[src/rtl/bcd_calendar.sv]
module bcd_calendar #(
  parameter int PRE_W = 6,
  parameter int AW    = 4
) (
  input  logic          clk,
  input  logic          rst_n,
  input  logic          tick,
  input  logic          freeze,
  input  logic          vlow,
  input  logic          addr_load,
  input  logic [AW-1:0] addr_in,
  input  logic          rd_en,
  input  logic          wr_en,
  input  logic [7:0]    wr_data,
  output logic [7:0]    rd_data
);
  localparam logic [PRE_W-1:0] FIRE_AT = PRE_W'((1 << (PRE_W - 1)) - 1);
  localparam logic [AW-1:0] A_SEC = AW'(0);
  localparam logic [AW-1:0] A_MIN = AW'(1);
  localparam logic [AW-1:0] A_HR  = AW'(2);
  localparam logic [AW-1:0] A_DAY = AW'(3);
  localparam logic [AW-1:0] A_WD  = AW'(4);
  localparam logic [AW-1:0] A_MON = AW'(5);
  localparam logic [AW-1:0] A_YR  = AW'(6);
  localparam logic [AW-1:0] A_CTL = AW'(7);

  logic [7:0] sec_q, min_q, hr_q, day_q, wd_q, mon_q, yr_q;
  logic vl_q, cen_q, stop_q, pend_q;
  logic [PRE_W-1:0] pre_q;
  logic [AW-1:0] ptr_q;

  function automatic logic [7:0] binc(input logic [7:0] v);
    return (v[3:0] == 4'd9) ? {v[7:4] + 4'd1, 4'd0} : v + 8'd1;
  endfunction

  logic leap;
  logic [7:0] last_day;
  assign leap = yr_q[4] ? (yr_q[3:0] == 4'd2 || yr_q[3:0] == 4'd6)
                        : (yr_q[3:0] == 4'd0 || yr_q[3:0] == 4'd4 || yr_q[3:0] == 4'd8);

  always_comb begin
    case (mon_q)
      8'h02:                      last_day = leap ? 8'h29 : 8'h28;
      8'h04, 8'h06, 8'h09, 8'h11: last_day = 8'h30;
      default:                    last_day = 8'h31;
    endcase
  end

  logic sec_evt, req, hold, go;
  logic c_min, c_hr, c_day, c_mon, c_yr, c_cen;
  assign sec_evt = tick & ~stop_q & (pre_q == FIRE_AT);
  assign req     = sec_evt | pend_q;
  assign hold    = freeze | wr_en;
  assign go      = req & ~hold;
  assign c_min   = go    & (sec_q == 8'h59);
  assign c_hr    = c_min & (min_q == 8'h59);
  assign c_day   = c_hr  & (hr_q  == 8'h23);
  assign c_mon   = c_day & (day_q == last_day);
  assign c_yr    = c_mon & (mon_q == 8'h12);
  assign c_cen   = c_yr  & (yr_q  == 8'h99);

  always_ff @(posedge clk or negedge rst_n) begin
    if (!rst_n) begin
      sec_q  <= 8'h00;
      vl_q   <= 1'b1;
      min_q  <= 8'h00;
      hr_q   <= 8'h00;
      day_q  <= 8'h01;
      wd_q   <= 8'h00;
      mon_q  <= 8'h01;
      cen_q  <= 1'b0;
      yr_q   <= 8'h00;
      stop_q <= 1'b0;
      pre_q  <= '0;
      pend_q <= 1'b0;
      ptr_q  <= '0;
    end else begin
      if (stop_q)    pre_q <= '0;
      else if (tick) pre_q <= pre_q + PRE_W'(1);
      pend_q <= req & hold;

      if (go)    sec_q <= (sec_q == 8'h59) ? 8'h00 : binc(sec_q);
      if (c_min) min_q <= (min_q == 8'h59) ? 8'h00 : binc(min_q);
      if (c_hr)  hr_q  <= (hr_q  == 8'h23) ? 8'h00 : binc(hr_q);
      if (c_day) begin
        day_q <= (day_q == last_day) ? 8'h01 : binc(day_q);
        wd_q  <= (wd_q == 8'd6) ? 8'd0 : wd_q + 8'd1;
      end
      if (c_mon) mon_q <= (mon_q == 8'h12) ? 8'h01 : binc(mon_q);
      if (c_yr)  yr_q  <= (yr_q  == 8'h99) ? 8'h00 : binc(yr_q);
      if (c_cen) cen_q <= ~cen_q;

      if (wr_en) begin
        case (ptr_q)
          A_SEC: begin sec_q <= wr_data & 8'h7F; vl_q <= wr_data[7]; end
          A_MIN: min_q <= wr_data & 8'h7F;
          A_HR:  hr_q  <= wr_data & 8'h3F;
          A_DAY: day_q <= wr_data & 8'h3F;
          A_WD:  wd_q  <= wr_data & 8'h07;
          A_MON: begin mon_q <= wr_data & 8'h1F; cen_q <= wr_data[7]; end
          A_YR:  yr_q  <= wr_data;
          A_CTL: stop_q <= wr_data[0];
          default: ;
        endcase
      end
      if (vlow) vl_q <= 1'b1;

      if (addr_load)            ptr_q <= addr_in;
      else if (rd_en || wr_en)  ptr_q <= ptr_q + AW'(1);
    end
  end

  always_comb begin
    case (ptr_q)
      A_SEC:   rd_data = {vl_q, 7'd0} | sec_q;
      A_MIN:   rd_data = min_q;
      A_HR:    rd_data = hr_q;
      A_DAY:   rd_data = day_q;
      A_WD:    rd_data = wd_q;
      A_MON:   rd_data = {cen_q, 7'd0} | mon_q;
      A_YR:    rd_data = yr_q;
      A_CTL:   rd_data = {7'd0, stop_q};
      default: rd_data = 8'h00;
    endcase
  end
endmodule

[config.mk]
export PLATFORM = sky130hd
export DESIGN_NAME = bcd_calendar
export DESIGN_NICKNAME = d
export VERILOG_FILES = /design/src/rtl/bcd_calendar.sv
export SDC_FILE = /design/constraint.sdc
export NUM_CORES = 1
export LEC_CHECK = 0
export BUFFER_PORTS_ARGS = -buffer_cell sky130_fd_sc_hd__buf_2
export CAP_MARGIN = 0
export CORE_ASPECT_RATIO = 0.8
export CORE_MARGIN = 2
export CORE_UTILIZATION = 45
export DETAILED_ROUTE_END_ITERATION = 8
export GPL_TIMING_DRIVEN = 0
export PLACE_DENSITY = 0.74
export SLEW_MARGIN = 0
export SYNTH_ARGS = -nofsm -noshare
export SYNTH_HDL_FRONTEND = slang
export SYNTH_SLANG_ARGS = --single-unit
[constraint.sdc]
create_clock -name clk -period 3.71 [get_ports clk]
set_input_delay 0.1855 -clock clk [delete_from_list [all_inputs] [get_ports clk]]
set_output_delay 0.1855 -clock clk [all_outputs]
set_load 0.03 [all_outputs]
======== Word level (Yosys, flattened, before mapping) ========
Index checks and enable logic that the tools add are counted.
word-level totals
  logic and storage cells ................. 136
  bits in registers ....................... 70
  input bits .............................. 20
cells by class
  bitwise logic cells ..................... 17
  add/subtract/negate cells ............... 15
  equality and inequality tests ........... 30
  reduce and logical (&&, ||, !) cells .... 13
  muxes and demuxes ....................... 48
operators with widths
  operator                                              number
  two-way mux 8 bit                                     34
  case mux 8 bit (8 select lines)                       1
  adder 8 x 1 -> 8 bit (second input constant)          7
  adder 4 x 1 -> 4 bit (second input constant)          7
  equality test 4 bit (second input constant)           7
  equality test 4 x 3 -> 1 bit (second input constant)  6
  equality test 8 x 3 -> 1 bit (second input constant)  3
  equality test 8 x 5 -> 1 bit (second input constant)  2
  equality test 8 x 7 -> 1 bit (second input constant)  2
  bitwise OR 8 bit                                      2
  equality test 4 x 2 -> 1 bit (second input constant)  3
  two-way mux 6 bit                                     2
  AND 1 bit                                             10
  case mux 5 bit (2 select lines)                       1
  equality test 8 x 2 -> 1 bit (second input constant)  1
  equality test 8 x 4 -> 1 bit (second input constant)  1
  equality test 8 x 6 -> 1 bit (second input constant)  1
  equality test 8 bit                                   1
  equality test 8 bit (second input constant)           1
  zero test 4 bit                                       2
  two-way mux 1 bit                                     8
  two-way mux 4 bit                                     2
  nonzero test 2 bit                                    4
  adder 6 x 1 -> 6 bit (second input constant)          1
  other kinds (7)                                       14

======== Logic depth before layout (Yosys ltp) ========
Gate-level depths: netlist (run 1).
  word-level depth ........................ 14
  gate-level depth with buffers ........... 11

======== Worst setup path after synthesis (run 1) ========
OpenSTA, ideal clock, no wires.
  path type ............................... reg-to-reg
  start point ............................. register min_q[1]
  end point ............................... register yr_q[4]
  cell stages (with the launch flop) ...... 11
  data arrival time ....................... 2.591 ns
  clock period less this slack ............ 2.673 ns
  path slack .............................. 1.037 ns
  data required time ...................... 3.628 ns
  buffers on the path ..................... 1
  cells stage by stage .................... dfrtp_1 > inv_1 > ha_1 > and3b_1 > buf_4 > or3b_4 > or3_4 > nor3_4 > o211ai_2 > or4_1 > a31oi_1
on the way
  word-level cells in the longest chain between the ends .. 8
RTL lines
  element                           RTL line  text
  start: declaration                27        logic [7:0] sec_q, min_q, hr_q, day_q, wd_q, mon_q, yr_q;
  start signal: assignment          83        if (c_min) min_q <= (min_q == 8'h59) ? 8'h00 : binc(min_q);
  start signal: assignment          96        A_MIN: min_q <= wr_data & 8'h7F;
  equality test 8 x 7 -> 1 bit (*)  56        assign c_hr = c_min & (min_q == 8'h59);
  AND 1 bit (*)                     56
  AND 1 bit (*)                     57        assign c_day = c_hr & (hr_q == 8'h23);
  AND 1 bit (*)                     58        assign c_mon = c_day & (day_q == last_day);
  AND 1 bit (*)                     59        assign c_yr = c_mon & (mon_q == 8'h12);
  two-way mux 8 bit (*)             90        if (c_yr) yr_q <= (yr_q == 8'h99) ? 8'h00 : binc(yr_q);
  two-way mux 8 bit                 94        case (ptr_q)
  two-way mux 8 bit (*)             93        if (wr_en) begin
  end signal: assignment            90
  end signal: assignment            101       A_YR: yr_q <= wr_data;
  end: declaration                  27
Every way passes the cells marked *; elsewhere a longest branch is shown, timed or not.
A chain may end at the register's enable or synchronous reset.

======== Final worst setup path (run 1) ========
  start point ............................. register sec_q[1]
  end point ............................... register day_q[3]
on the way
  word-level cells in the longest chain between the ends .. 7
RTL lines
  element                           RTL line  text
  start: declaration                27
  start signal: assignment          82        if (go) sec_q <= (sec_q == 8'h59) ? 8'h00 : binc(sec_q);
  start signal: assignment          95        A_SEC: begin sec_q <= wr_data & 8'h7F; vl_q <= wr_data[7]; end
  equality test 8 x 7 -> 1 bit (*)  55        assign c_min = go & (sec_q == 8'h59);
  AND 1 bit (*)                     55
  AND 1 bit (*)                     56
  AND 1 bit (*)                     57
  two-way mux 8 bit (*)             85        if (c_day) begin
  two-way mux 8 bit                 94
  two-way mux 8 bit (*)             93
  end signal: assignment            86        day_q <= (day_q == last_day) ? 8'h01 : binc(day_q);
  end signal: assignment            98        A_DAY: day_q <= wr_data & 8'h3F;
  end: declaration                  27
Marks and branches as above.

==> flow_summary_export.csv, run 1 <==
group,metric,value,unit
routing,wl_met1,6970,um
sta,setup_slack,355,ps
synth,synth_commonest_cells,"dfrtp_1 (67), nor2_1 (65), nand2_1 (59), o21ai_0 (53), a21oi_1 (40)",
flow_run,drv_cap,0,
place,dp_hpwl,11400,um
power_and_ir_drop,combPwrFrac,37.6,%
power_and_ir_drop,p_switching,1570,uW
synth,synth_cell_types,64,
floorplan,start_util,46.6,%
sta,finClkSkew,7.41,ps
power_and_ir_drop,total_power,3800,uW
setup_path,startpoint_type,"flip-flop",
place,gp_congestion,0.952,
setup_path,arrival,3580,ps
sta,tightest_slew,667,ps
sta,rsz0062_at_grt,"no",
synth,yosys.cell_count.top_type,"dfrtp_1",
setup_path,r2r-start,"sec_q[1]$_DFF_PN0_",
cells_and_area,fin_util,52.9,%
routing,wl_met2,6680,um
floorplan,rows,34,
power_and_ir_drop,p_seq_share,37.3,%
clock_tree,cts_tree,"done",
power_and_ir_drop,peakVddDrop,0.000301,V
clock_tree,cts.reportedPaths.clkPinSlew,60,ps
synth,synthTopCellsByArea,"dfrtp_1 (33%), ha_1 (6.6%), o21ai_0 (5.2%)",
sta,drv_slew,0,
routing,dr_wl_met3,1440,um
clock_tree,post_cts_buffers,0,
floorplan,io_pins,28,
routing,drtAntennaViolNets,0,
setup_path,endpoint,"day_q[3]$_DFF_PN0_",
synth,yosysWarnings,0,
synth,ys.flop_type,"dfrtp_1",
routing,viasPerCell,6.30,
routing,vias,5087,
cells_and_area,synthToLayoutAreaGrowth,13.4,%
power_and_ir_drop,cellPowerDensity,652,nW/um2
routing,drt_iter0_markers,594,
routing,wl_per_cell,19.3,um
grt,grt_pass1_vias,4667,
routing,highest_layer,"met4",
floorplan,fp.dieArea,12300,um2
floorplan,die_w,123,um
clock_tree,clk_latency,340,ps
synth,yosysTopAreaCellShare,32.6,%
cells_and_area,diodes,0,
setup_path,setup.worst_path.start,"sec_q[1]$_DFF_PN0_",
cells_and_area,n_fill_cell,1010,
setup_path,rrSetupSlack,360,ps
setup_path,crit_required,3940,ps
clock_tree,cts_buffer_depth,2,
power_and_ir_drop,p_clk_share,25.1,%
place,dp_worst_setup_slack,280,ps
setup_path,cp_max_fo,10,
sta,hold_viol,0,
sta,setup_viol,0,
cells_and_area,nets,705,
power_and_ir_drop,internal_power,2230,uW
synth,synth_seq_area_share,34.2,%
sta,fin_tns_setup,0,ps
sta,clock.fmax,298,MHz
setup_path,critPathKind,"reg2reg",
synth,synthArstFlopShare,100,%
clock_tree,clockRootBuffer,"clkbuf_16",
grt,grt_max_degree,71,
grt,antenna_found_initial,0,
power_and_ir_drop,swShare,41.4,%
synth,yosys.area.top_type,"dfrtp_1",
place,port_buffers,26,
floorplan,die_h,99.6,um
grt,track_usage,26.6,%
grt,grt_pass1_wl,25100,um
clock_tree,cts_buffers,9,
grt,grt_overflow,0,
synth,netlist_instances,619,
clock_tree,cts_sinks,70,
power_and_ir_drop,p_leak,0.00242,uW
setup_path,rr_endpoint,"day_q[3]$_DFF_PN0_",
routing,dr.pass1.iters,7,
worst_hold_path,hold_class,"in2reg",
sta,period_share,90.4,%
routing,wl,15600,um
sta,slew_headroom,55.2,%
floorplan,core,11000,um2
setup_path,cp-end-kind,"flip-flop",
synth,synth_edf_count,0,
outcome,outcome,"complete, no violations",
setup_path,rr_worst_depth,9,
clock_tree,h-tree-depth,3,
synth,syn_nets,666,
synth,synth.cell_area,5140,um2
cells_and_area,drive_gt1_share,11.0,%
synth,syn_avg_cell_area,8.30,um2
sta,period_minus_slack,3350,ps
sta,hold_ws,37.8,ps
routing,drc,0,
synth,ys_seq_elements,70,
-- worst min-delay path by stage --
stage / startpoint / endpoint / slack (ps) / depth (start not counted)
floorplan: rst_n / cen_q$_DFF_PN0_ / -110 / 0
global placement: vlow / vl_q$_DFFE_PN1P_ / 380 / 2
CTS: vlow / vl_q$_DFFE_PN1P_ / 30 / 2
detailed placement: rst_n / hr_q[2]$_DFF_PN0_ / 230 / 2
finish: vlow / vl_q$_DFFE_PN1P_ / 40 / 2
global route: vlow / vl_q$_DFFE_PN1P_ / 40 / 2
-- layout make-up --
cell class                 instances  area [um2]  area share, %
multi-input combinational        490        3170           54.4
clock buffer                      11         243           4.17
buffer                            38         148           2.53
clock inverter                     5        81.3           1.40
tap                              144         180           3.09
timing repair buffer              28         170           2.92
inverter                          21        78.8           1.35
sequential                        70        1760           30.1
-- placed cells by master, fill, tap and decap left out, types with 3 or more instances in the layout --
cell type,count
o31ai_1,7
a21oi_1,40
nor2b_1,10
and3b_1,3
nand4_1,8
xnor2_1,14
nand2b_1,5
a222oi_1,5
o211ai_1,3
inv_1,21
ha_1,27
nand3_1,18
nor3_1,18
dfstp_2,3
a22o_1,3
buf_2,26
o22ai_1,6
or3_1,3
a22oi_1,5
a211oi_1,6
nand2_1,59
buf_1,4
nor2_1,65
dfrtp_1,67
a31oi_1,17
nor4_1,6
and3_1,20
or4_1,3
o21ai_0,53
mux2i_1,12
nor4b_1,4
a32oi_1,3
o2111ai_1,3
mux2_2,13
clkbuf_16,9
xor2_1,11
clkbuf_1,33
-- cell families (layout without fill, tap and decap cells) --
logic type	after synthesis	in the layout	share of synthesized area (%)
xor gates and xnor gates	25	25	4.26
adders and majority gates	27	27	6.57
AOI/OAI and AO/OA	171	171	21.4
DFF	70	70	34.2
buffers and inverters	59	103	4.41
and+or+nand+nor	242	242	24.1
muxes	25	25	5.19
-- power by group through the flow --
stage / logic (uW) / registers, uW / clock network, uW
3_3_place_gp: 1340 / 1400 / 0
3_5_place_dp: 1400 / 1410 / 0
5_1_grt: 1610 / 1460 / 989
4_1_cts: 1410 / 1400 / 966
6_report: 1430 / 1420 / 954
2_1_floorplan: 1090 / 1270 / 0
-- metal layers --
layer	global-route usage, %	up-vias
met3	5.05	45
met4	9.00	0
met2	39.3	281
met1	39.0	2417
li1	-	2344
met5	0	-
-- critical path: stages (launching register included) --
cell and delay, ps:
dfrtp_1 450, inv_1 80, ha_1 170, and3b_1 160, clkbuf_1 230, nand3_1 370, nor4_2 710, clkbuf_1 580
o21ai_0 210, o221a_2 270
-- state kept, by name (all words and copies together), names as in the netlist --
name	count
hr_q	8
ptr_q	4
mon_q	8
sec_q	8
wd_q	8
vl_q	1
pre_q	6
min_q	8
yr_q	8
cen_q	1
stop_q	1
pend_q	1
day_q	8
-- per-stage QoR --
| stage | instance area, um2 | cells |
|---|---|---|
| floorplan | 5140 | 619 |
| global placement | 5450 | 789 |
| detailed placement | 5480 | 790 |
| CTS | 5810 | 807 |
| global route | 5830 | 807 |
| finish | 5830 | 807 |
-- timing repair --
action                                 in CTS  in global routing
resized for setup                           0                  2
endpoints found under the hold margin      67                  0
setup endpoints to repair                   0                 12
hold buffers                                1                  0
No activity file was read; power rests on OpenSTA's default activity.
==> run 2, diff against run 1 <==
--- a/config.mk
+++ b/config.mk
@@ -9,10 +9,10 @@
 export CAP_MARGIN = 0
 export CORE_ASPECT_RATIO = 0.8
 export CORE_MARGIN = 2
-export CORE_UTILIZATION = 45
+export CORE_UTILIZATION = 50
 export DETAILED_ROUTE_END_ITERATION = 8
 export GPL_TIMING_DRIVEN = 0
-export PLACE_DENSITY = 0.74
+export PLACE_DENSITY = 0.79
 export SLEW_MARGIN = 0
 export SYNTH_ARGS = -nofsm -noshare
 export SYNTH_HDL_FRONTEND = slang
==> flow_summary_export.csv, run 2 (synthesized netlist as in run 1, its figures left out) <==
group,metric,value,unit
setup_path,startpoint_type,"flip-flop",
clock_tree,cts_buffers,9,
grt,grt_max_degree,50,
cells_and_area,diodes,0,
clock_tree,cts_tree,"done",
grt,track_usage,28.3,%
setup_path,cp_max_fo,10,
floorplan,rows,33,
floorplan,core,10100,um2
routing,wl_per_cell,19.0,um
setup_path,cp-end-kind,"flip-flop",
routing,dr.pass1.iters,7,
grt,grt_pass1_wl,24700,um
sta,period_minus_slack,3600,ps
sta,finClkSkew,6.16,ps
cells_and_area,mostFrequentLayoutCell,"dfrtp_1",
floorplan,die_h,94.7,um
grt,antenna_found_initial,0,
place,gp_congestion,0.999,
worst_hold_path,hp-start,"vlow",
power_and_ir_drop,p_leak,0.00240,uW
routing,drtAntennaViolNets,0,
place,port_buffers,26,
grt,use_met1,40.3,%
grt,grtUsageMet3,7.13,%
sta,clock.fmax,277,MHz
cells_and_area,fin_util,57.0,%
floorplan,fp.dieArea,11100,um2
sta,hold_viol,0,
setup_path,r2r-start,"sec_q[1]$_DFF_PN0_",
sta,period_share,97.1,%
worst_hold_path,hold_class,"in2reg",
sta,tightest_slew,1120,ps
clock_tree,clockRootBuffer,"clkbuf_16",
sta,rsz0062_at_grt,"no",
cells_and_area,nets,705,
sta,drv_slew,0,
power_and_ir_drop,peakVddDrop,0.000346,V
grt,met2_usage,42.4,%
routing,drc,0,
routing,viasPerCell,6.34,
setup_path,arrival,3800,ps
cells_and_area,synthToLayoutAreaGrowth,12.2,%
clock_tree,cts_buffer_depth,2,
floorplan,die_w,117,um
grt,grt_overflow,0,
floorplan,start_util,50.8,%
setup_path,setup.worst_path.start,"sec_q[1]$_DFF_PN0_",
routing,drt_iter0_markers,643,
floorplan,io_pins,28,
routing,vias,5091,
setup_path,critPathKind,"reg2reg",
clock_tree,post_cts_buffers,0,
cells_and_area,final_cell_mix,"dfrtp_1 (67), nor2_1 (65), nand2_1 (59), o21ai_0 (53), a21oi_1 (40)",
sta,slew_headroom,24.7,%
clock_tree,cts.reportedPaths.clkPinSlew,50,ps
sta,setup_viol,0,
flow_run,drv_cap,0,
clock_tree,h-tree-depth,3,
outcome,outcome,"complete, no violations",
grt,grt_pass1_vias,4633,
cells_and_area,drive_gt1_share,10.4,%
setup_path,crit_required,3910,ps
setup_path,rrSetupSlack,110,ps
sta,fin_tns_setup,0,ps
place,dp_hpwl,11100,um
clock_tree,clk_latency,340,ps
routing,wl,15300,um
grt,busiest_layer,"met2",
clock_tree,cts_sinks,70,
power_and_ir_drop,cellPowerDensity,635,nW/um2
run 2: cell count changes in the layout (fill, tap and decap cells not counted), sizes merged:
cell and change:
clkinvlp -1, clkbuf +4, bufinv -2, inv -1
run 2: worst max-delay path, cell delays in order, from the launching register on:
cell and delay, ps:
dfrtp_1 430, inv_1 80, ha_1 170, and3b_1 170, clkbuf_1 230, nand3_1 320, nor4_1 1030, clkbuf_1 570
nand4_1 210, xor2_1 200, nor2_1 50
run 2: power breakdown:
group          switching (uW)  internal [uW]  total [uW]
Clock                     311            489         800
Combinational             840            608        1450
Sequential                398           1020        1410
run 2: through the flow:
stage               setup WS (ps)  power, uW  area, um2  instances  hold slack [ps]
finish                        106       3660       5760        803             42.2
CTS                           210       3630       5760        803             37.3
detailed placement            235       2810       5470        786              110
floorplan                    1040       2360       5140        619             -110
global route                 62.6       3910       5760        803             45.7
global placement              308       2720       5440        785              374
run 2: layout make-up:
type                            count  area [um2]
Tap cell                          140         175
Fill cell                         898        4350
Clock inverter                      1        5.00
Buffer                             38         148
Clock buffer                       15         268
Timing Repair Buffer               28         170
Sequential cell                    70        1760
Multi-Input combinational cell    490        3160
Inverter                           21        78.8
run 2: final timing paths:
kind	to	cells after the start
setup / recovery	wd_q[7]$_DFF_PN0_	10
hold reg to reg	pre_q[3]$_DFFE_PN0P_	2
min in group asynchronous	hr_q[7]$_DFF_PN0_	2
max in group asynchronous	vl_q$_DFFE_PN1P_	3
setup reg to reg	wd_q[7]$_DFF_PN0_	10
hold / removal	vl_q$_DFFE_PN1P_	2
run 2: what timing repair did:
action	CTS	global route
hold buffers	1	0
setup endpoints to repair	0	9
endpoints found under the hold margin	19	0
gates resized for setup	0	1
run 2: metal layers:
layer | up-vias | share of wire (%)
met5 | - | 0
met4 | 0 | 2.5
met3 | 32 | 11
met2 | 274 | 42
met1 | 2444 | 44
li1 | 2341 | -
==> run 3, diff against run 2 <==
--- a/config.mk
+++ b/config.mk
@@ -7,12 +7,14 @@
 export LEC_CHECK = 0
 export BUFFER_PORTS_ARGS = -buffer_cell sky130_fd_sc_hd__buf_2
 export CAP_MARGIN = 0
+export CELL_PAD_IN_SITES_DETAIL_PLACEMENT = 2
+export CELL_PAD_IN_SITES_GLOBAL_PLACEMENT = 2
 export CORE_ASPECT_RATIO = 0.8
 export CORE_MARGIN = 2
-export CORE_UTILIZATION = 50
+export CORE_UTILIZATION = 38
 export DETAILED_ROUTE_END_ITERATION = 8
 export GPL_TIMING_DRIVEN = 0
-export PLACE_DENSITY = 0.79
+export PLACE_DENSITY = 0.93
 export SLEW_MARGIN = 0
 export SYNTH_ARGS = -nofsm -noshare
 export SYNTH_HDL_FRONTEND = slang
==> flow_summary_export.csv, run 3 (synthesized netlist as in run 1, its figures left out) <==
group,metric,value,unit
power_and_ir_drop,total_power,3900,uW
place,gp_congestion,0.902,
clock_tree,clockRootBuffer,"clkbuf_16",
setup_path,critPathKind,"reg2reg",
clock_tree,cts_tree,"done",
place,port_buffers,26,
floorplan,start_util,39.5,%
floorplan,rows,37,
cells_and_area,fin_util,44.8,%
sta,period_minus_slack,3580,ps
setup_path,crit_required,3920,ps
sta,setup_viol,0,
setup_path,rr_worst_depth,10,
cells_and_area,synthToLayoutAreaGrowth,13.4,%
clock_tree,cts_buffers,9,
power_and_ir_drop,p_leak,0.00242,uW
worst_hold_path,worstHoldPathCells,3,
worst_hold_path,hp-start,"addr_in[0]",
routing,viasPerCell,6.33,
sta,tightest_slew,752,ps
clock_tree,cts_sinks,70,
power_and_ir_drop,peakVddDrop,0.000318,V
routing,vias,5304,
setup_path,critPathTopFamily,"simple AND/OR/NAND/NOR gates",
place,dp_hpwl,15600,um
routing,drtAntennaViolNets,0,
routing,wl,21500,um
outcome,outcome,"complete, no violations",
routing,dr.pass1.iters,5,
grt,antenna_found_initial,0,
grt,grt_overflow,0,
setup_path,cp_slowest_cell,"nor4_4",
grt,grt_pass1_vias,5738,
worst_hold_path,hold_class,"in2reg",
grt,track_usage,31.4,%
clock_tree,clk_latency,360,ps
setup_path,arrival,3780,ps
sta,setup_slack,134,ps
setup_path,cp_cell_sequence,"inv_1 > ha_1 > and3b_1 > clkbuf_1 > nand3_1 > nor4_4 > clkbuf_1 > nand4_1 > xor2_1 > nor2_1",
floorplan,io_pins,28,
clock_tree,cts.reportedPaths.clkPinSlew,70,ps
cells_and_area,diodes,0,
floorplan,die_w,134,um
setup_path,rrSetupSlack,130,ps
sta,slew_headroom,49.8,%
sta,period_share,96.4,%
setup_path,crit_buf_inv,3,
sta,hold_viol,0,
routing,drc,0,
cells_and_area,mostFrequentLayoutCell,"dfrtp_1",
grt,grt_max_degree,45,
clock_tree,h-tree-depth,3,
setup_path,r2r-start,"sec_q[1]$_DFF_PN0_",
setup_path,cp-end-kind,"flip-flop",
grt,grt_pass1_wl,33900,um
setup_path,cp_max_fo,10,
sta,clock.fmax,280,MHz
clock_tree,cts_buffer_depth,2,
cells_and_area,drive_gt1_share,11.2,%
power_and_ir_drop,cellPowerDensity,670,nW/um2
worst_hold_path,hold_path_end,"ptr_q[0]$_DFFE_PN0P_",
setup_path,startpoint_type,"flip-flop",
cells_and_area,nets,705,
routing,wl_per_cell,25.7,um
place,dp_worst_setup_slack,-90.7,ps
setup_path,critical-path-max-stage-delay,640,ps
sta,drv_slew,0,
sta,hold_ws,32.3,ps
flow_run,drv_cap,0,
floorplan,fp.dieArea,14500,um2
sta,rsz0062_at_grt,"no",
floorplan,core,13000,um2
setup_path,cpMostUsedCell,"clkbuf_1",
cells_and_area,final_cell_mix,"dfrtp_1 (67), nor2_1 (65), nand2_1 (59), o21ai_0 (53), a21oi_1 (40)",
routing,drt_iter0_markers,437,
sta,finClkSkew,10.1,ps
floorplan,die_h,108,um
setup_path,rr_endpoint,"wd_q[7]$_DFF_PN0_",
## run 3: cell count changes in the layout (fill, tap and decap cells not counted)
cell,previous run,this run
clkbuf_1,36,32
nor4_4,1,2
clkbuf_8,2,0
clkinv_2,1,2
nor4_1,7,6
clkinv_4,0,1
inv_6,0,4
## run 3: final cells by class
type,instances,area (um2)
timing repair buffer,28,170
multi-input combinational,490,3180
clock buffer,9,225
tap,175,219
clock inverter,7,53.8
buffer,38,148
fill,1483,7180
inverter,21,78.8
sequential,70,1760
## run 3: worst max-delay path by stage
stage / from / end / slack [ps] / cells past startpoint
2_1_floorplan: min_q[1]$_DFF_PN0_ / yr_q[4]$_DFF_PN0_ / 1040 / 10
3_3_place_gp: sec_q[1]$_DFF_PN0_ / wd_q[7]$_DFF_PN0_ / 250 / 10
3_5_place_dp: sec_q[1]$_DFF_PN0_ / wd_q[7]$_DFF_PN0_ / -90 / 10
4_1_cts: sec_q[1]$_DFF_PN0_ / wd_q[7]$_DFF_PN0_ / 90 / 10
5_1_grt: sec_q[0]$_DFF_PN0_ / mon_q[3]$_DFF_PN0_ / 20 / 9
6_report: sec_q[1]$_DFF_PN0_ / wd_q[7]$_DFF_PN0_ / 130 / 10
## run 3: metal layers
layer	vias to the layer above	track usage (%)	part of all wire (%)
li1	2339	-	-
met1	2731	39.8	42
met2	183	52.7	48
met3	51	7.22	6.2
met4	0	11.6	3.2
met5	-	0	0
## run 3: what timing repair did
action                                 CTS  global route
resized for setup                        2             1
endpoints found under the hold margin   24             0
setup buffers                            0             0
setup endpoints to repair               10             1
hold buffers                             1             0
## run 3: report_power, final
group / total [uW] / internal [uW] / switching, uW
sequential: 1470 / 1010 / 456
clock: 857 / 461 / 396
combinational: 1580 / 615 / 961
## run 3: worst min-delay path: stages
cell     delay (ps)
buf_2            70
nand2_1          40
o21ai_0          60
## run 3: through the flow
stage | instance area (um2) | cells | TNS [ps]
after floorplan | 5140 | 619 | 0
after global placement | 5490 | 820 | 0
after detailed placement | 5520 | 821 | -271
after CTS | 5820 | 838 | 0
after global routing | 5830 | 838 | 0
final | 5830 | 838 | 0
